## config.mk

```make
export PLATFORM = sky130hd
export DESIGN_NAME = kbd_frame_rx
export DESIGN_NICKNAME = d
export VERILOG_FILES = /design/src/rtl/kfr_pkg.sv /design/src/rtl/kfr_sync.sv /design/src/rtl/kfr_tick.sv /design/src/rtl/kfr_deframe.sv /design/src/rtl/kfr_out_slot.sv /design/src/rtl/kbd_frame_rx.sv
export SDC_FILE = /design/constraint.sdc
export NUM_CORES = 1
export LEC_CHECK = 0
export BUFFER_PORTS_ARGS = -buffer_cell sky130_fd_sc_hd__buf_2
export CELL_PAD_IN_SITES_DETAIL_PLACEMENT = 0
export CELL_PAD_IN_SITES_GLOBAL_PLACEMENT = 2
export CORE_UTILIZATION = 39
export DETAILED_ROUTE_END_ITERATION = 8
export GPL_TIMING_DRIVEN = 0
export PLACE_DENSITY_LB_ADDON = 0.1
export SLEW_MARGIN = 30
export SYNTH_ARGS = -nofsm -noshare
export SYNTH_HDL_FRONTEND = slang
export SYNTH_SLANG_ARGS = --single-unit
```

## constraint.sdc

```tcl
create_clock -name clk -period 2.5 [get_ports clk]
set_input_delay 0.375 -clock clk [delete_from_list [all_inputs] [get_ports clk]]
set_output_delay 0.375 -clock clk [all_outputs]
set_load 0.01 [all_outputs]
```

## src/rtl/kfr_pkg.sv

```systemverilog
package kfr_pkg;
  typedef enum logic [2:0] {
    ST_IDLE,
    ST_START,
    ST_HIGH,
    ST_WAITF,
    ST_LOW,
    ST_STOP
  } rx_state_t;
endpackage

```

## src/rtl/kfr_sync.sv

```systemverilog
module kfr_sync #(
  parameter int          WIDTH   = 2,
  parameter logic [WIDTH-1:0] RST_VAL = '0
) (
  input  logic             clk,
  input  logic             rst_n,
  input  logic [WIDTH-1:0] async_i,
  output logic [WIDTH-1:0] sync_o
);
  for (genvar g = 0; g < WIDTH; g++) begin : g_bit
    logic meta_q, stab_q;
    always_ff @(posedge clk or negedge rst_n) begin
      if (!rst_n) begin
        meta_q <= RST_VAL[g];
        stab_q <= RST_VAL[g];
      end else begin
        meta_q <= async_i[g];
        stab_q <= meta_q;
      end
    end
    assign sync_o[g] = stab_q;
  end
endmodule

```

## src/rtl/kfr_tick.sv

```systemverilog
module kfr_tick #(
  parameter int CLK_PER_US = 200
) (
  input  logic clk,
  input  logic rst_n,
  output logic tick_o
);
  localparam int PW = (CLK_PER_US > 1) ? $clog2(CLK_PER_US) : 1;
  localparam logic [PW-1:0] LAST = PW'(CLK_PER_US - 1);

  logic [PW-1:0] cnt_q;

  always_ff @(posedge clk or negedge rst_n) begin
    if (!rst_n) begin
      cnt_q  <= '0;
      tick_o <= 1'b0;
    end else if (cnt_q == LAST) begin
      cnt_q  <= '0;
      tick_o <= 1'b1;
    end else begin
      cnt_q  <= cnt_q + 1'b1;
      tick_o <= 1'b0;
    end
  end

  if (CLK_PER_US > 1) begin : g_spacing
    // tick spacing underpins all microsecond timing
    p_tick_spaced_r4: assert property (@(posedge clk) disable iff (!rst_n)
      tick_o |=> !tick_o);
  end
endmodule

```

## src/rtl/kfr_deframe.sv

```systemverilog
module kfr_deframe
  import kfr_pkg::*;
#(
  parameter int SAMPLE_US  = 30,
  parameter int TIMEOUT_US = 1000
) (
  input  logic       clk,
  input  logic       rst_n,
  input  logic       tick_i,
  input  logic       kclk_s,
  input  logic       kdat_s,
  input  logic       block_i,
  output logic       done_o,
  output logic [7:0] byte_o,
  output logic       perr_o,
  output logic       err_o
);
  localparam int TW = $clog2(TIMEOUT_US + 1);
  localparam logic [TW-1:0] TO_LAST  = TW'(TIMEOUT_US - 1);
  localparam logic [TW-1:0] SMP_LAST = TW'(SAMPLE_US - 1);
  localparam int NBITS = 9;

  rx_state_t      st_q;
  logic           ck_q;
  logic [TW-1:0]  tcnt_q;
  logic [NBITS-1:0] shreg_q;
  logic [3:0]     nbit_q;
  logic           rise, fall;

  assign rise = kclk_s & ~ck_q;
  assign fall = ~kclk_s & ck_q;

  always_ff @(posedge clk or negedge rst_n) begin
    if (!rst_n) begin
      st_q    <= ST_IDLE;
      ck_q    <= 1'b1;
      tcnt_q  <= '0;
      shreg_q <= '0;
      nbit_q  <= '0;
      done_o  <= 1'b0;
      err_o   <= 1'b0;
    end else begin
      ck_q   <= kclk_s;
      done_o <= 1'b0;
      err_o  <= 1'b0;
      unique case (st_q)
        ST_IDLE: begin
          tcnt_q <= '0;
          nbit_q <= '0;
          if (fall && !block_i) st_q <= ST_START;
        end
        ST_START, ST_LOW: begin
          if (rise) begin
            st_q   <= ST_HIGH;
            tcnt_q <= '0;
          end else if (tick_i) begin
            if (tcnt_q == TO_LAST) begin
              st_q  <= ST_IDLE;
              err_o <= 1'b1;
            end else tcnt_q <= tcnt_q + 1'b1;
          end
        end
        ST_HIGH: begin
          if (fall) begin
            st_q  <= ST_IDLE;
            err_o <= 1'b1;
          end else if (tick_i) begin
            if (tcnt_q == SMP_LAST) begin
              shreg_q <= {kdat_s, shreg_q[NBITS-1:1]};
              nbit_q  <= nbit_q + 1'b1;
              tcnt_q  <= '0;
              st_q    <= (nbit_q == 4'(NBITS - 1)) ? ST_STOP : ST_WAITF;
            end else tcnt_q <= tcnt_q + 1'b1;
          end
        end
        ST_WAITF: begin
          if (fall) begin
            st_q   <= ST_LOW;
            tcnt_q <= '0;
          end else if (tick_i) begin
            if (tcnt_q == TO_LAST) begin
              st_q  <= ST_IDLE;
              err_o <= 1'b1;
            end else tcnt_q <= tcnt_q + 1'b1;
          end
        end
        ST_STOP: begin
          if (!kdat_s && kclk_s) begin
            st_q   <= ST_IDLE;
            done_o <= 1'b1;
          end else if (fall) begin
            st_q  <= ST_IDLE;
            err_o <= 1'b1;
          end else if (tick_i) begin
            if (tcnt_q == TO_LAST) begin
              st_q  <= ST_IDLE;
              err_o <= 1'b1;
            end else tcnt_q <= tcnt_q + 1'b1;
          end
        end
        default: st_q <= ST_IDLE;
      endcase
    end
  end

  assign byte_o = shreg_q[7:0];
  assign perr_o = ~^shreg_q;

  // a blocked line keeps the receiver idle
  p_blocked_idle_r8: assert property (@(posedge clk) disable iff (!rst_n)
    (st_q == ST_IDLE && block_i) |=> st_q == ST_IDLE);
  // an abort always lands in idle
  p_abort_idle_r9: assert property (@(posedge clk) disable iff (!rst_n)
    err_o |-> st_q == ST_IDLE);
  // completion and abort never coincide
  p_done_xor_err_r5: assert property (@(posedge clk) disable iff (!rst_n)
    !(done_o && err_o));
endmodule

```

## src/rtl/kfr_out_slot.sv

```systemverilog
module kfr_out_slot #(
  parameter int DW = 8
) (
  input  logic          clk,
  input  logic          rst_n,
  input  logic          load_i,
  input  logic [DW-1:0] data_i,
  input  logic          perr_i,
  output logic          valid_o,
  input  logic          ready_i,
  output logic [DW-1:0] data_o,
  output logic          perr_o
);
  always_ff @(posedge clk or negedge rst_n) begin
    if (!rst_n) begin
      valid_o <= 1'b0;
      data_o  <= '0;
      perr_o  <= 1'b0;
    end else if (load_i) begin
      valid_o <= 1'b1;
      data_o  <= data_i;
      perr_o  <= perr_i;
    end else if (valid_o && ready_i) begin
      valid_o <= 1'b0;
    end
  end

  // held entry is stable under back-pressure
  p_hold_r6: assert property (@(posedge clk) disable iff (!rst_n)
    (valid_o && !ready_i) |=> valid_o && $stable(data_o) && $stable(perr_o));
  // no frame completes into an occupied slot
  p_no_overrun_r8: assert property (@(posedge clk) disable iff (!rst_n)
    load_i |-> !valid_o);
endmodule

```

## src/rtl/kbd_frame_rx.sv

```systemverilog
module kbd_frame_rx #(
  parameter int CLK_PER_US = 200,
  parameter int SAMPLE_US  = 30,
  parameter int TIMEOUT_US = 1000
) (
  input  logic       clk,
  input  logic       rst_n,
  input  logic       kclk_i,
  input  logic       kdat_i,
  input  logic       inhibit_i,
  output logic       kdat_pull_o,
  output logic       m_valid,
  input  logic       m_ready,
  output logic [7:0] m_data,
  output logic       m_perr,
  output logic       frame_err_o
);
  logic [1:0] lines_s;
  logic       tick;
  logic       done;
  logic [7:0] rx_byte;
  logic       rx_perr;

  kfr_sync #(.WIDTH(2), .RST_VAL(2'b01)) sync_i (
    .clk(clk), .rst_n(rst_n),
    .async_i({kdat_i, kclk_i}), .sync_o(lines_s)
  );

  kfr_tick #(.CLK_PER_US(CLK_PER_US)) tick_i (
    .clk(clk), .rst_n(rst_n), .tick_o(tick)
  );

  assign kdat_pull_o = inhibit_i | m_valid;

  kfr_deframe #(.SAMPLE_US(SAMPLE_US), .TIMEOUT_US(TIMEOUT_US)) deframe_i (
    .clk(clk), .rst_n(rst_n), .tick_i(tick),
    .kclk_s(lines_s[0]), .kdat_s(lines_s[1]), .block_i(kdat_pull_o),
    .done_o(done), .byte_o(rx_byte), .perr_o(rx_perr), .err_o(frame_err_o)
  );

  kfr_out_slot #(.DW(8)) slot_i (
    .clk(clk), .rst_n(rst_n), .load_i(done), .data_i(rx_byte),
    .perr_i(rx_perr), .valid_o(m_valid), .ready_i(m_ready),
    .data_o(m_data), .perr_o(m_perr)
  );

  // a pending entry always blocks the keyboard
  p_pending_blocks_r7: assert property (@(posedge clk) disable iff (!rst_n)
    m_valid |-> kdat_pull_o);
endmodule

```

==> flow_summary.toml <==
[detailed_routing]
drc = 0
vias = 2061
wl_per_cell_microns = 15.13
drt_iter0_markers = 94
wl_microns = 5719
firstDrtPassIters = 4
detail-route-antenna-nets = 0
avgViaCountPerCell = 5.452

[yosys]
async_flop_share_pct = 100.0
seq_area_frac_synth_pct = 48.13
syn_area_sq_um = 2711
netlist_instances = 270
yosysWarnings = 0
synth-seq-cells = 52
synth_cell_types = 47
syn_nets = 281
synth_area_per_cell_sq_um = 10.04
synth_edf_count = 0
synth_ff_type = "dfrtp_1"

[die]
core.rowCount = 30
fp.dieArea_sq_um = 7290
io_pins = 18
start_util_pct = 40.13
coreArea_sq_um = 6756
dieHeight_microns = 85.38
fp.dieW_microns = 85.38

[layout]
syn2layout_area_growth_pct = 11.54
mostFrequentLayoutCells = "dfrtp_1, nor2_1, a21oi_1, nand2_1, buf_2"
final_common_cell = "dfrtp_1"
drive_above_1_share_pct = 19.80
nets = 308
antennaDiodeCount = 0

[critical_path]
cp.depth = 5
rrSetupSlack_ns = 0.16
critPathMaxStageDelay_ns = 0.59
start_kind = "flop"
criticalPathCategory = "reg2reg"
crit_chain = "or4_4 -> or3_4 -> nor4_4 -> buf_4 -> mux2_2"
cp-end-kind = "flop"
worst-path-buf-inv = 1
arrival_ns = 2.54
worst-r2r-cell-count = 5
cp_max_fo = 10
critPathSlowestCell = "or4_4"
crit_required_ns = 2.69
cp_top_family = "simple AND/OR/NAND/NOR gates"

[clock_network]
cts.sinks = 52
h-tree-depth = 2
cts_buffer_depth = 2
cts_made_buffers = 5
root_buffer = "clkbuf_8"
clk_latency_ns = 0.31
cts_tree = "built"
path_clk_slew_ns = 0.11

[timing]
rsz0062_at_grt = "false"
maxSlewHeadroom_pct = 56.29
fin_crit_sh_pct = 93.64
setup_viol = 0
finalHoldViolations = 0
worstMarginPinSlew_ns = 0.6497
fmax_mhz = 427.2
finalClockSkew_ns = 0.01499
drv_slew = 0
fin_crit_ns = 2.341
fin_ws_ns = 0.1591
finalSetupTns_ns = 0

[grt]
grt-ovfl-total = 0
gr-usage-all-layers_pct = 17.61
grt_pass1_wl_microns = 10090
grt_antenna_before_repair = 0
grt_pass1_vias = 2051
grt_start_max_net_pins = 53

[place]
gp_congestion = 0.7586
dp_slack_ns = 0.1158
portBuffers = 17
hpwlAfterDp_microns = 4021

[pwr]
swShare_pct = 36.76
vdd_drop_max_mv = 0.2982
leakage_nw = 1.328
pwr-share-comb_pct = 30.8
p_switching_mw = 0.7569
p_seq_share_pct = 44.2
intPower_mw = 1.302
clockPowerShare_pct = 25.0
p_per_area_nw_per_um2 = 680.9

[min_path]
hp-class = "in2async"

[run_status]
status = "finished clean"

[flow_run]
drv_cap = 0
power by group through the flow:
stage	combinational (mW)	sequential (mW)	clock [mW]
CTS	0.611	0.910	0.545
global route	0.719	0.915	0.577
floorplan	0.448	0.915	0
global placement	0.620	0.927	0
finish	0.635	0.910	0.514
detailed placement	0.607	0.926	0
worst register-to-register path, stage by stage, from the launching register on:
cell     delay (ns)
dfrtp_1        0.46
or4_4          0.59
or3_4          0.42
nor4_4         0.19
buf_4          0.24
mux2_2         0.34
cell families after synthesis:
group,Yosys count,synth area share (%)
fa+ha+maj,5,2.307
compound gates,63,15.00
xor+xnor,16,5.169
buf+inv,18,2.861
simple gates,98,19.10
mux,18,7.430
flops,52,48.13
state kept, by name (all words and copies together), names as in the netlist:
signal / cells
sync_i.g_bit.stab_q: 2
deframe_i.nbit_q: 4
tick_i.cnt_q: 8
deframe_i.shreg_q: 9
deframe_i.ck_q: 1
slot_i.perr_o: 1
slot_i.data_o: 8
tick_i.tick_o: 1
slot_i.valid_o: 1
deframe_i.done_o: 1
deframe_i.err_o: 1
deframe_i.st_q: 3
sync_i.g_bit.meta_q: 2
deframe_i.tcnt_q: 10
layer usage:
metal | GRT usage (%) | wire length (microns)
met1 | 25.08 | 2871
met2 | 27.35 | 2669
met3 | 3.307 | 146
met4 | 5.303 | 31
met5 | 0 | 0
through the flow:
step                util (%)  instance area, sq um  instances  hold slack (ns)  total power, mW
floorplan                  -                  2711        270          0.07941            1.363
global placement       42.87                  2897        367           0.3321            1.547
detailed placement     42.91                  2899        367           0.3424            1.533
CTS                    44.33                  2995        375           0.1069            2.065
global route           44.76                  3024        378           0.1258            2.211
finish                 44.76                  3024        378          0.07424            2.059
worst paths after layout:
kind / from / end
max: deframe_i.tcnt_q[5] / deframe_i.shreg_q[6]
min: rst_n / slot_i.perr_o
max reg2reg: deframe_i.tcnt_q[5] / deframe_i.shreg_q[6]
min reg2reg: sync_i.g_bit[0].meta_q / sync_i.g_bit[0].stab_q
max in group asynchronous: rst_n / deframe_i.tcnt_q[5]
min in group clk: kclk_i / sync_i.g_bit[0].meta_q
cell usage after synthesis, types with 3 or more instances:
master,count,area (sq um)
a31oi_1,3,18.77
dfstp_2,3,78.83
nor3_1,10,50.05
nand2_1,22,82.58
nand3_1,9,45.04
xnor2_1,8,70.07
inv_1,7,26.28
nand4_1,9,56.30
nor2b_1,4,25.02
nor2_1,26,97.59
o21ai_0,14,70.07
o22ai_1,4,25.02
clkbuf_1,7,26.28
dfrtp_1,49,1226
mux2_2,15,168.9
a21oi_1,23,115.1
xor2_1,8,70.07
nand2b_1,5,31.28
ha_1,5,62.56
final cells by class:
| type | instances | area (sq um) |
|---|---|---|
| fill | 686 | 3732 |
| multi-input combinational | 200 | 1335 |
| sequential | 52 | 1305 |
| timing repair buffer | 20 | 110.1 |
| tap | 80 | 100.1 |
| clock buffer | 5 | 68.82 |
| buffer | 11 | 51.30 |
| clock inverter | 3 | 27.53 |
| inverter | 7 | 26.28 |
timing repair:
action	CTS	global route
hold buffers	0	0
setup endpoints to repair	0	6
setup buffers	0	3
resized for setup	0	1
No activity file was read; power rests on OpenSTA's default activity.
